==> src/rtl/charvid_pkg.sv <==
package charvid_pkg;
  // Half-open window test used by all window decoders.
  function automatic logic in_win(input int v, input int lo, input int len);
    return (v >= lo) && (v < lo + len);
  endfunction
endpackage

==> src/rtl/charvid_rst_sync.sv <==
module charvid_rst_sync (
  input  logic clk,
  input  logic arst_n,
  output logic srst_n
);
  logic meta_q;

  always_ff @(posedge clk or negedge arst_n) begin
    if (!arst_n) begin
      meta_q <= 1'b0;
      srst_n <= 1'b0;
    end else begin
      meta_q <= 1'b1;
      srst_n <= meta_q;
    end
  end
endmodule

==> src/rtl/charvid_hcount.sv <==
module charvid_hcount #(
  parameter int PIX_BITS = 3,
  parameter int COL_BITS = 6
) (
  input  logic                clk,
  input  logic                rst_n,
  output logic [PIX_BITS-1:0] pix,
  output logic [COL_BITS-1:0] col,
  output logic                cell_end,
  output logic                line_end
);
  logic [PIX_BITS-1:0] pix_nxt;
  logic [COL_BITS-1:0] col_nxt;
  logic                col_en;

  always_comb begin
    cell_end = &pix;
    line_end = cell_end & (&col);
    col_en   = cell_end;
    pix_nxt  = pix + 1'b1;
    col_nxt  = col + 1'b1;   // natural overflow, no terminal compare
  end

  always_ff @(posedge clk or negedge rst_n) begin
    if (!rst_n) begin
      pix <= '0;
      col <= '0;
    end else begin
      pix <= pix_nxt;
      if (col_en) col <= col_nxt;
    end
  end

  // all-ones column rolls to zero at the cell boundary
  a_r3_col_rollover: assert property (@(posedge clk) disable iff (!rst_n)
    line_end |=> (col == '0));
  // column holds inside a cell
  a_r3_col_holds: assert property (@(posedge clk) disable iff (!rst_n)
    !cell_end |=> $stable(col));
endmodule

==> src/rtl/charvid_vcount.sv <==
module charvid_vcount #(
  parameter int ROW_BITS     = 4,
  parameter int SCAN_PER_ROW = 12,
  parameter int TAIL_LINES   = 20
) (
  input  logic                clk,
  input  logic                rst_n,
  input  logic                line_adv,
  output logic [ROW_BITS-1:0] row,
  output logic                in_tail,
  output logic [31:0]         tail_idx
);
  localparam int SCAN_W = (SCAN_PER_ROW > 1) ? $clog2(SCAN_PER_ROW) : 1;
  localparam int TAIL_W = (TAIL_LINES > 1) ? $clog2(TAIL_LINES) : 1;
  localparam logic [SCAN_W-1:0] SCAN_LAST = SCAN_W'(SCAN_PER_ROW - 1);
  localparam logic [TAIL_W-1:0] TAIL_LAST = TAIL_W'(TAIL_LINES - 1);

  logic [SCAN_W-1:0]   scan, scan_nxt;
  logic [TAIL_W-1:0]   tcnt, tcnt_nxt;
  logic [ROW_BITS-1:0] row_nxt;
  logic                tail_nxt;

  always_comb begin
    scan_nxt = scan;
    row_nxt  = row;
    tcnt_nxt = tcnt;
    tail_nxt = in_tail;
    if (!in_tail) begin
      if (scan == SCAN_LAST) begin
        scan_nxt = '0;
        row_nxt  = row + 1'b1;
        if (&row) tail_nxt = (TAIL_LINES > 0);
      end else begin
        scan_nxt = scan + 1'b1;
      end
    end else begin
      if (tcnt == TAIL_LAST) begin
        tcnt_nxt = '0;
        tail_nxt = 1'b0;
      end else begin
        tcnt_nxt = tcnt + 1'b1;
      end
    end
  end

  always_ff @(posedge clk or negedge rst_n) begin
    if (!rst_n) begin
      scan    <= '0;
      row     <= '0;
      tcnt    <= '0;
      in_tail <= 1'b0;
    end else if (line_adv) begin
      scan    <= scan_nxt;
      row     <= row_nxt;
      tcnt    <= tcnt_nxt;
      in_tail <= tail_nxt;
    end
  end

  always_comb tail_idx = 32'(tcnt);

  // row field stays zero through the blank tail
  a_r4_row_zero_in_tail: assert property (@(posedge clk) disable iff (!rst_n)
    in_tail |-> (row == '0));
  // tail always ends back in the first text row
  a_r7_tail_exit: assert property (@(posedge clk) disable iff (!rst_n)
    $fell(in_tail) |-> (row == '0) && (scan == '0));
endmodule

==> src/rtl/charvid_timing.sv <==
module charvid_timing #(
  parameter int PIX_BITS     = 3,
  parameter int COL_BITS     = 6,
  parameter int ROW_BITS     = 4,
  parameter int SCAN_PER_ROW = 12,
  parameter int TAIL_LINES   = 20,
  parameter int VIS_START    = 16,
  parameter int VIS_COLS     = 48,
  parameter int HS_START     = 2,
  parameter int HS_LEN       = 6,
  parameter int VS_START     = 4,
  parameter int VS_LEN       = 3
) (
  input  logic                         clk,
  input  logic                         rst_n,
  output logic [COL_BITS+ROW_BITS-1:0] vram_addr,
  output logic                         char_load,
  output logic                         blank,
  output logic                         hsync,
  output logic                         vsync
);
  import charvid_pkg::*;

  localparam int ADDR_W = COL_BITS + ROW_BITS;

  logic                srst_n;
  logic [PIX_BITS-1:0] pix;
  logic [COL_BITS-1:0] col;
  logic                cell_end, line_end;
  logic [ROW_BITS-1:0] row;
  logic                in_tail;
  logic [31:0]         tail_idx;

  logic [ADDR_W-1:0]   addr_d;
  logic                load_d, blank_d, hs_d, vs_d;

  charvid_rst_sync u_rst (.clk(clk), .arst_n(rst_n), .srst_n(srst_n));

  charvid_hcount #(.PIX_BITS(PIX_BITS), .COL_BITS(COL_BITS)) u_h (
    .clk(clk), .rst_n(srst_n), .pix(pix), .col(col),
    .cell_end(cell_end), .line_end(line_end)
  );

  charvid_vcount #(.ROW_BITS(ROW_BITS), .SCAN_PER_ROW(SCAN_PER_ROW),
                   .TAIL_LINES(TAIL_LINES)) u_v (
    .clk(clk), .rst_n(srst_n), .line_adv(line_end),
    .row(row), .in_tail(in_tail), .tail_idx(tail_idx)
  );

  always_comb begin
    addr_d  = {row, col};
    load_d  = cell_end;
    blank_d = in_tail || !in_win(int'(col), VIS_START, VIS_COLS);
    hs_d    = in_win(int'(col), HS_START, HS_LEN);
    vs_d    = in_tail && in_win(int'(tail_idx), VS_START, VS_LEN);
  end

  // One register stage for every output keeps them aligned to one cell.
  always_ff @(posedge clk or negedge srst_n) begin
    if (!srst_n) begin
      vram_addr <= '0;
      char_load <= 1'b0;
      blank     <= 1'b1;
      hsync     <= 1'b0;
      vsync     <= 1'b0;
    end else begin
      vram_addr <= addr_d;
      char_load <= load_d;
      blank     <= blank_d;
      hsync     <= hs_d;
      vsync     <= vs_d;
    end
  end

  // strobe lasts one pixel
  a_r2_load_single: assert property (@(posedge clk) disable iff (!srst_n)
    char_load |=> !char_load);
  // column field moves by one right after each strobe
  a_r3_col_step: assert property (@(posedge clk) disable iff (!srst_n)
    char_load |=> (vram_addr[COL_BITS-1:0] ==
                   COL_BITS'($past(vram_addr[COL_BITS-1:0]) + 1'b1)));
  // sync stays inside blanked columns
  a_r6_hsync_blanked: assert property (@(posedge clk) disable iff (!srst_n)
    hsync |-> blank);
  // vertical sync only during blanking
  a_r8_vsync_blanked: assert property (@(posedge clk) disable iff (!srst_n)
    vsync |-> blank);
endmodule

==> config.mk <==
export PLATFORM = sky130hd
export DESIGN_NAME = charvid_timing
export DESIGN_NICKNAME = d
export VERILOG_FILES = /design/src/rtl/charvid_pkg.sv /design/src/rtl/charvid_rst_sync.sv /design/src/rtl/charvid_hcount.sv /design/src/rtl/charvid_vcount.sv /design/src/rtl/charvid_timing.sv
export SDC_FILE = /design/constraint.sdc
export NUM_CORES = 1
export LEC_CHECK = 0
export ABC_AREA = 0
export CAP_MARGIN = 20
export CORE_UTILIZATION = 45
export DETAILED_ROUTE_END_ITERATION = 12
export DONT_BUFFER_PORTS = 1
export GPL_TIMING_DRIVEN = 0
export HOLD_SLACK_MARGIN = 0.03
export PLACE_DENSITY = 0.6
export RECOVER_POWER = 100
export SETUP_SLACK_MARGIN = 0.5
export SLEW_MARGIN = 20
export SYNTH_ARGS = -nofsm -noshare
export SYNTH_HDL_FRONTEND = slang
export SYNTH_SLANG_ARGS = --single-unit
==> constraint.sdc <==
create_clock -name clk -period 1.45 [get_ports clk]
set_input_delay 0 -clock clk [delete_from_list [all_inputs] [get_ports clk]]
set_output_delay 0 -clock clk [all_outputs]
set_load 0.05 [all_outputs]
==> flow_metrics.py <==
metrics = {
    "grt": {
        "grt_use_met2": 0.286,
        "grt.total_usage": 0.176,
        "antenna_found_initial": 0,
        "grtUsageMet1": 0.213,
        "gr-usage-met3": 0.0554,
        "grt.busiest_layer": "met2",
        "grt_start_max_net_pins": 38,
        "grt_pass1_wl_microns": 4580,
        "grt-ovfl-total": 0,
        "grt_pass1_vias": 989,
    },
    "routing": {
        "drc_errors": 0,
        "num_vias": 971,
        "drtIter0Drc": 38,
        "routedWlPerCell_microns": 13.7,
        "wl_microns": 2560,
        "drtAntennaViolNets": 0,
        "firstDrtPassIters": 4,
        "avgViaCountPerCell": 5.22,
    },
    "cts": {
        "cts_root_buf": "clkbuf_4",
        "clock-sinks": 39,
        "cts_tree": "done",
        "cts_max_path_buffers": 2,
        "clkTransAtPathRegs_ns": 0.11,
        "worstSkewPairLatency_ns": 0.34,
        "cts.htree.levels": 2,
        "cts_buffers": 5,
    },
    "timing": {
        "whs_ns": 0.291,
        "worst_slack_ns": -0.178,
        "layout_min_cycle_time_ns": 1.63,
        "rsz0062_at_grt": "true",
        "finalSetupViolCount": 14,
        "slew_viol_final": 0,
        "hold_viol_final": 0,
        "finalCritPeriodShare": 1.12,
        "fmax_mhz": 614,
        "finClkSkew_ns": 0.00770,
    },
    "min_path": {
        "hold_class": "register to asynchronous set/reset pin",
    },
    "floorplanning": {
        "coreArea_sq_mm": 0.00315,
        "initial_core_util": 0.493,
        "die_h_microns": 60.8,
        "num_rows": 20,
        "dieArea_sq_mm": 0.00369,
        "io_pins": 16,
        "die_w_microns": 60.8,
    },
    "placement": {
        "io_buffers": 0,
        "place_area_sq_mm": 0.00167,
        "place_hpwl_microns": 1520,
        "gp_congestion": 0.718,
        "placedCellCount": 164,
    },
    "final_layout": {
        "fillers": 253,
        "final_common_cell": "dfrtp_1",
        "n_antenna_cell": 0,
        "final_cell_mix": "dfrtp_1, dfrtp_2, buf_4",
        "multi_input_area_sq_um": 651,
        "fin_area_sq_mm": 0.00197,
        "drive_gt1_frac": 0.408,
        "finalNetCount": 150,
        "final_cells": 186,
        "areaGrowthSynthToFinish_pct": 27.0,
        "seqCellArea_sq_um": 997,
    },
    "synthesis": {
        "synth_edf_count": 0,
        "synthesis.area_sq_mm": 0.00155,
        "yosys-top-cells-area": "dfrtp_1, ha_1, mux2_2, xor2_1, inv_1",
        "synth_flop_cell": "dfrtp_1",
        "synth_cells": 120,
        "syn-num-nets": 129,
        "yosysTopAreaCell": "dfrtp_1",
        "yosysTopAreaCellShare": 0.612,
        "ys_seq_area_frac": 0.629,
        "yosysUniqueCellTypes": 32,
        "async_reset_ff_frac": 1.00,
        "yosys_warnings": 0,
        "avgSynthCellArea_sq_um": 12.9,
        "yosys_register_bits": 39,
    },
    "power_and_ir_drop": {
        "powerDensity_mw_per_mm2": 945,
        "ir_drop_mv": 0.571,
        "leakagePower_uw": 0.000911,
    },
    "critical_path": {
        "start_kind": "register",
        "worstPathMaxFanout": 8,
        "criticalPathCategory": "register to register",
        "r2r-end": "u_v.scan[2]",
        "path_cells": "ha_2 > ha_4 > nand4_4 > buf_8 > nor3_4 > mux2_4",
        "critical_path.max_stage_delay_ns": 0.37,
        "cp.arrival_ns": 1.86,
        "cp.required_ns": 1.68,
        "regToRegStartpoint": "u_h.pix[0]",
        "reg2regPathDepth": 6,
        "path_buf_inv": 1,
        "end_kind": "register",
        "crit_slowest_cell": "dfrtp_1",
        "path_delay_family": "flip-flops",
        "rrSetupSlack_ns": -0.18,
    },
    "outcome": {
        "violations": "setup timing",
        "outcome": "complete, but fails checks",
    },
    "flow_run": {
        "max_cap_violations": 0,
    },
}
==> through the flow <==
stage	setup WS [ns]	total power (uW)	utilization	TNS [ns]
final	-0.178	1860	0.626	-1.62
after global routing	-0.276	1940	0.626	-2.84
after CTS	-0.184	1890	0.602	-1.79
after detailed placement	-0.251	1130	0.529	-2.16
after global placement	-0.223	1130	0.529	-1.75
after floorplan	-0.0905	1130	-	-0.438
==> layout make-up <==
class	count	area share
Inverter	8	0.0152
Timing Repair Buffer	14	0.0596
Sequential cell	39	0.505
Multi-Input combinational cell	70	0.330
Clock buffer	6	0.0260
Buffer	3	0.0184
Clock inverter	2	0.0178
Tap cell	44	0.0279
==> power by group <==
part / leakage [uW] / total [uW] / switching [uW] / internal (uW)
Sequential: 0.000491 / 1110 / 18.5 / 1090
Combinational: 0.000372 / 5.00 / 1.43 / 3.57
Clock: 0.0000482 / 750 / 343 / 407
==> registers in the layout (all words and copies together) (netlist names) <==
name          flops
blank             1
char_load         1
hsync             1
u_h.col           6
u_h.pix           3
u_rst.meta_q      1
u_rst.srst_n      1
u_v.in_tail       1
u_v.row           4
u_v.scan          4
u_v.tcnt          5
vram_addr        10
vsync             1
==> cells in the mapped netlist, drive strengths merged (2+ instances only) <==
master,n
dfrtp,38
inv,8
ha,7
nand2,6
nor2,6
xor2,6
mux2,5
nand3,5
or4,4
nand3b,3
nand4,3
nor3,3
nor4,3
o21ai,3
xnor2,3
a21oi,2
buf,2
==> metal layers <==
metal / routed length, microns / share of wire
met5: 0 / 0
met3: 109 / 0.043
met1: 1120 / 0.44
met2: 1300 / 0.51
met4: 29 / 0.011
==> worst max-delay path by stage <==
stage	startpoint	endpoint	slack (ns)	cells past startpoint
after global routing	u_h.pix[0]	u_v.scan[3]	-0.28	5
after CTS	u_h.pix[0]	u_v.row[1]	-0.18	5
after global placement	u_h.pix[0]	u_v.tcnt[1]	-0.22	6
final	u_h.pix[0]	u_v.scan[2]	-0.18	6
after detailed placement	u_h.pix[0]	u_v.tcnt[1]	-0.25	6
after floorplan	u_h.pix[0]	u_v.scan[2]	-0.09	6
==> timing repair <==
| item | in CTS | in global routing |
|---|---|---|
| endpoints found under the hold margin | 2 | 0 |
| pin swaps | 9 | 1 |
| hold buffers | 2 | 0 |
| endpoints found under the setup margin | 35 | 60 |
| setup buffers | 7 | 5 |
| resized for setup | 28 | 8 |
==> cell families after synthesis <==
group | after synthesis | synth area share
buffers and inverters | 11 | 0.0330
DFF | 39 | 0.629
and+or+nand+nor | 39 | 0.153
other | 1 | 0.00241
xor gates and xnor gates | 9 | 0.0507
muxes | 6 | 0.0427
adders and majority gates | 7 | 0.0564
AOI/OAI and AO/OA | 8 | 0.0330
(Power assumes the default switching activity.)
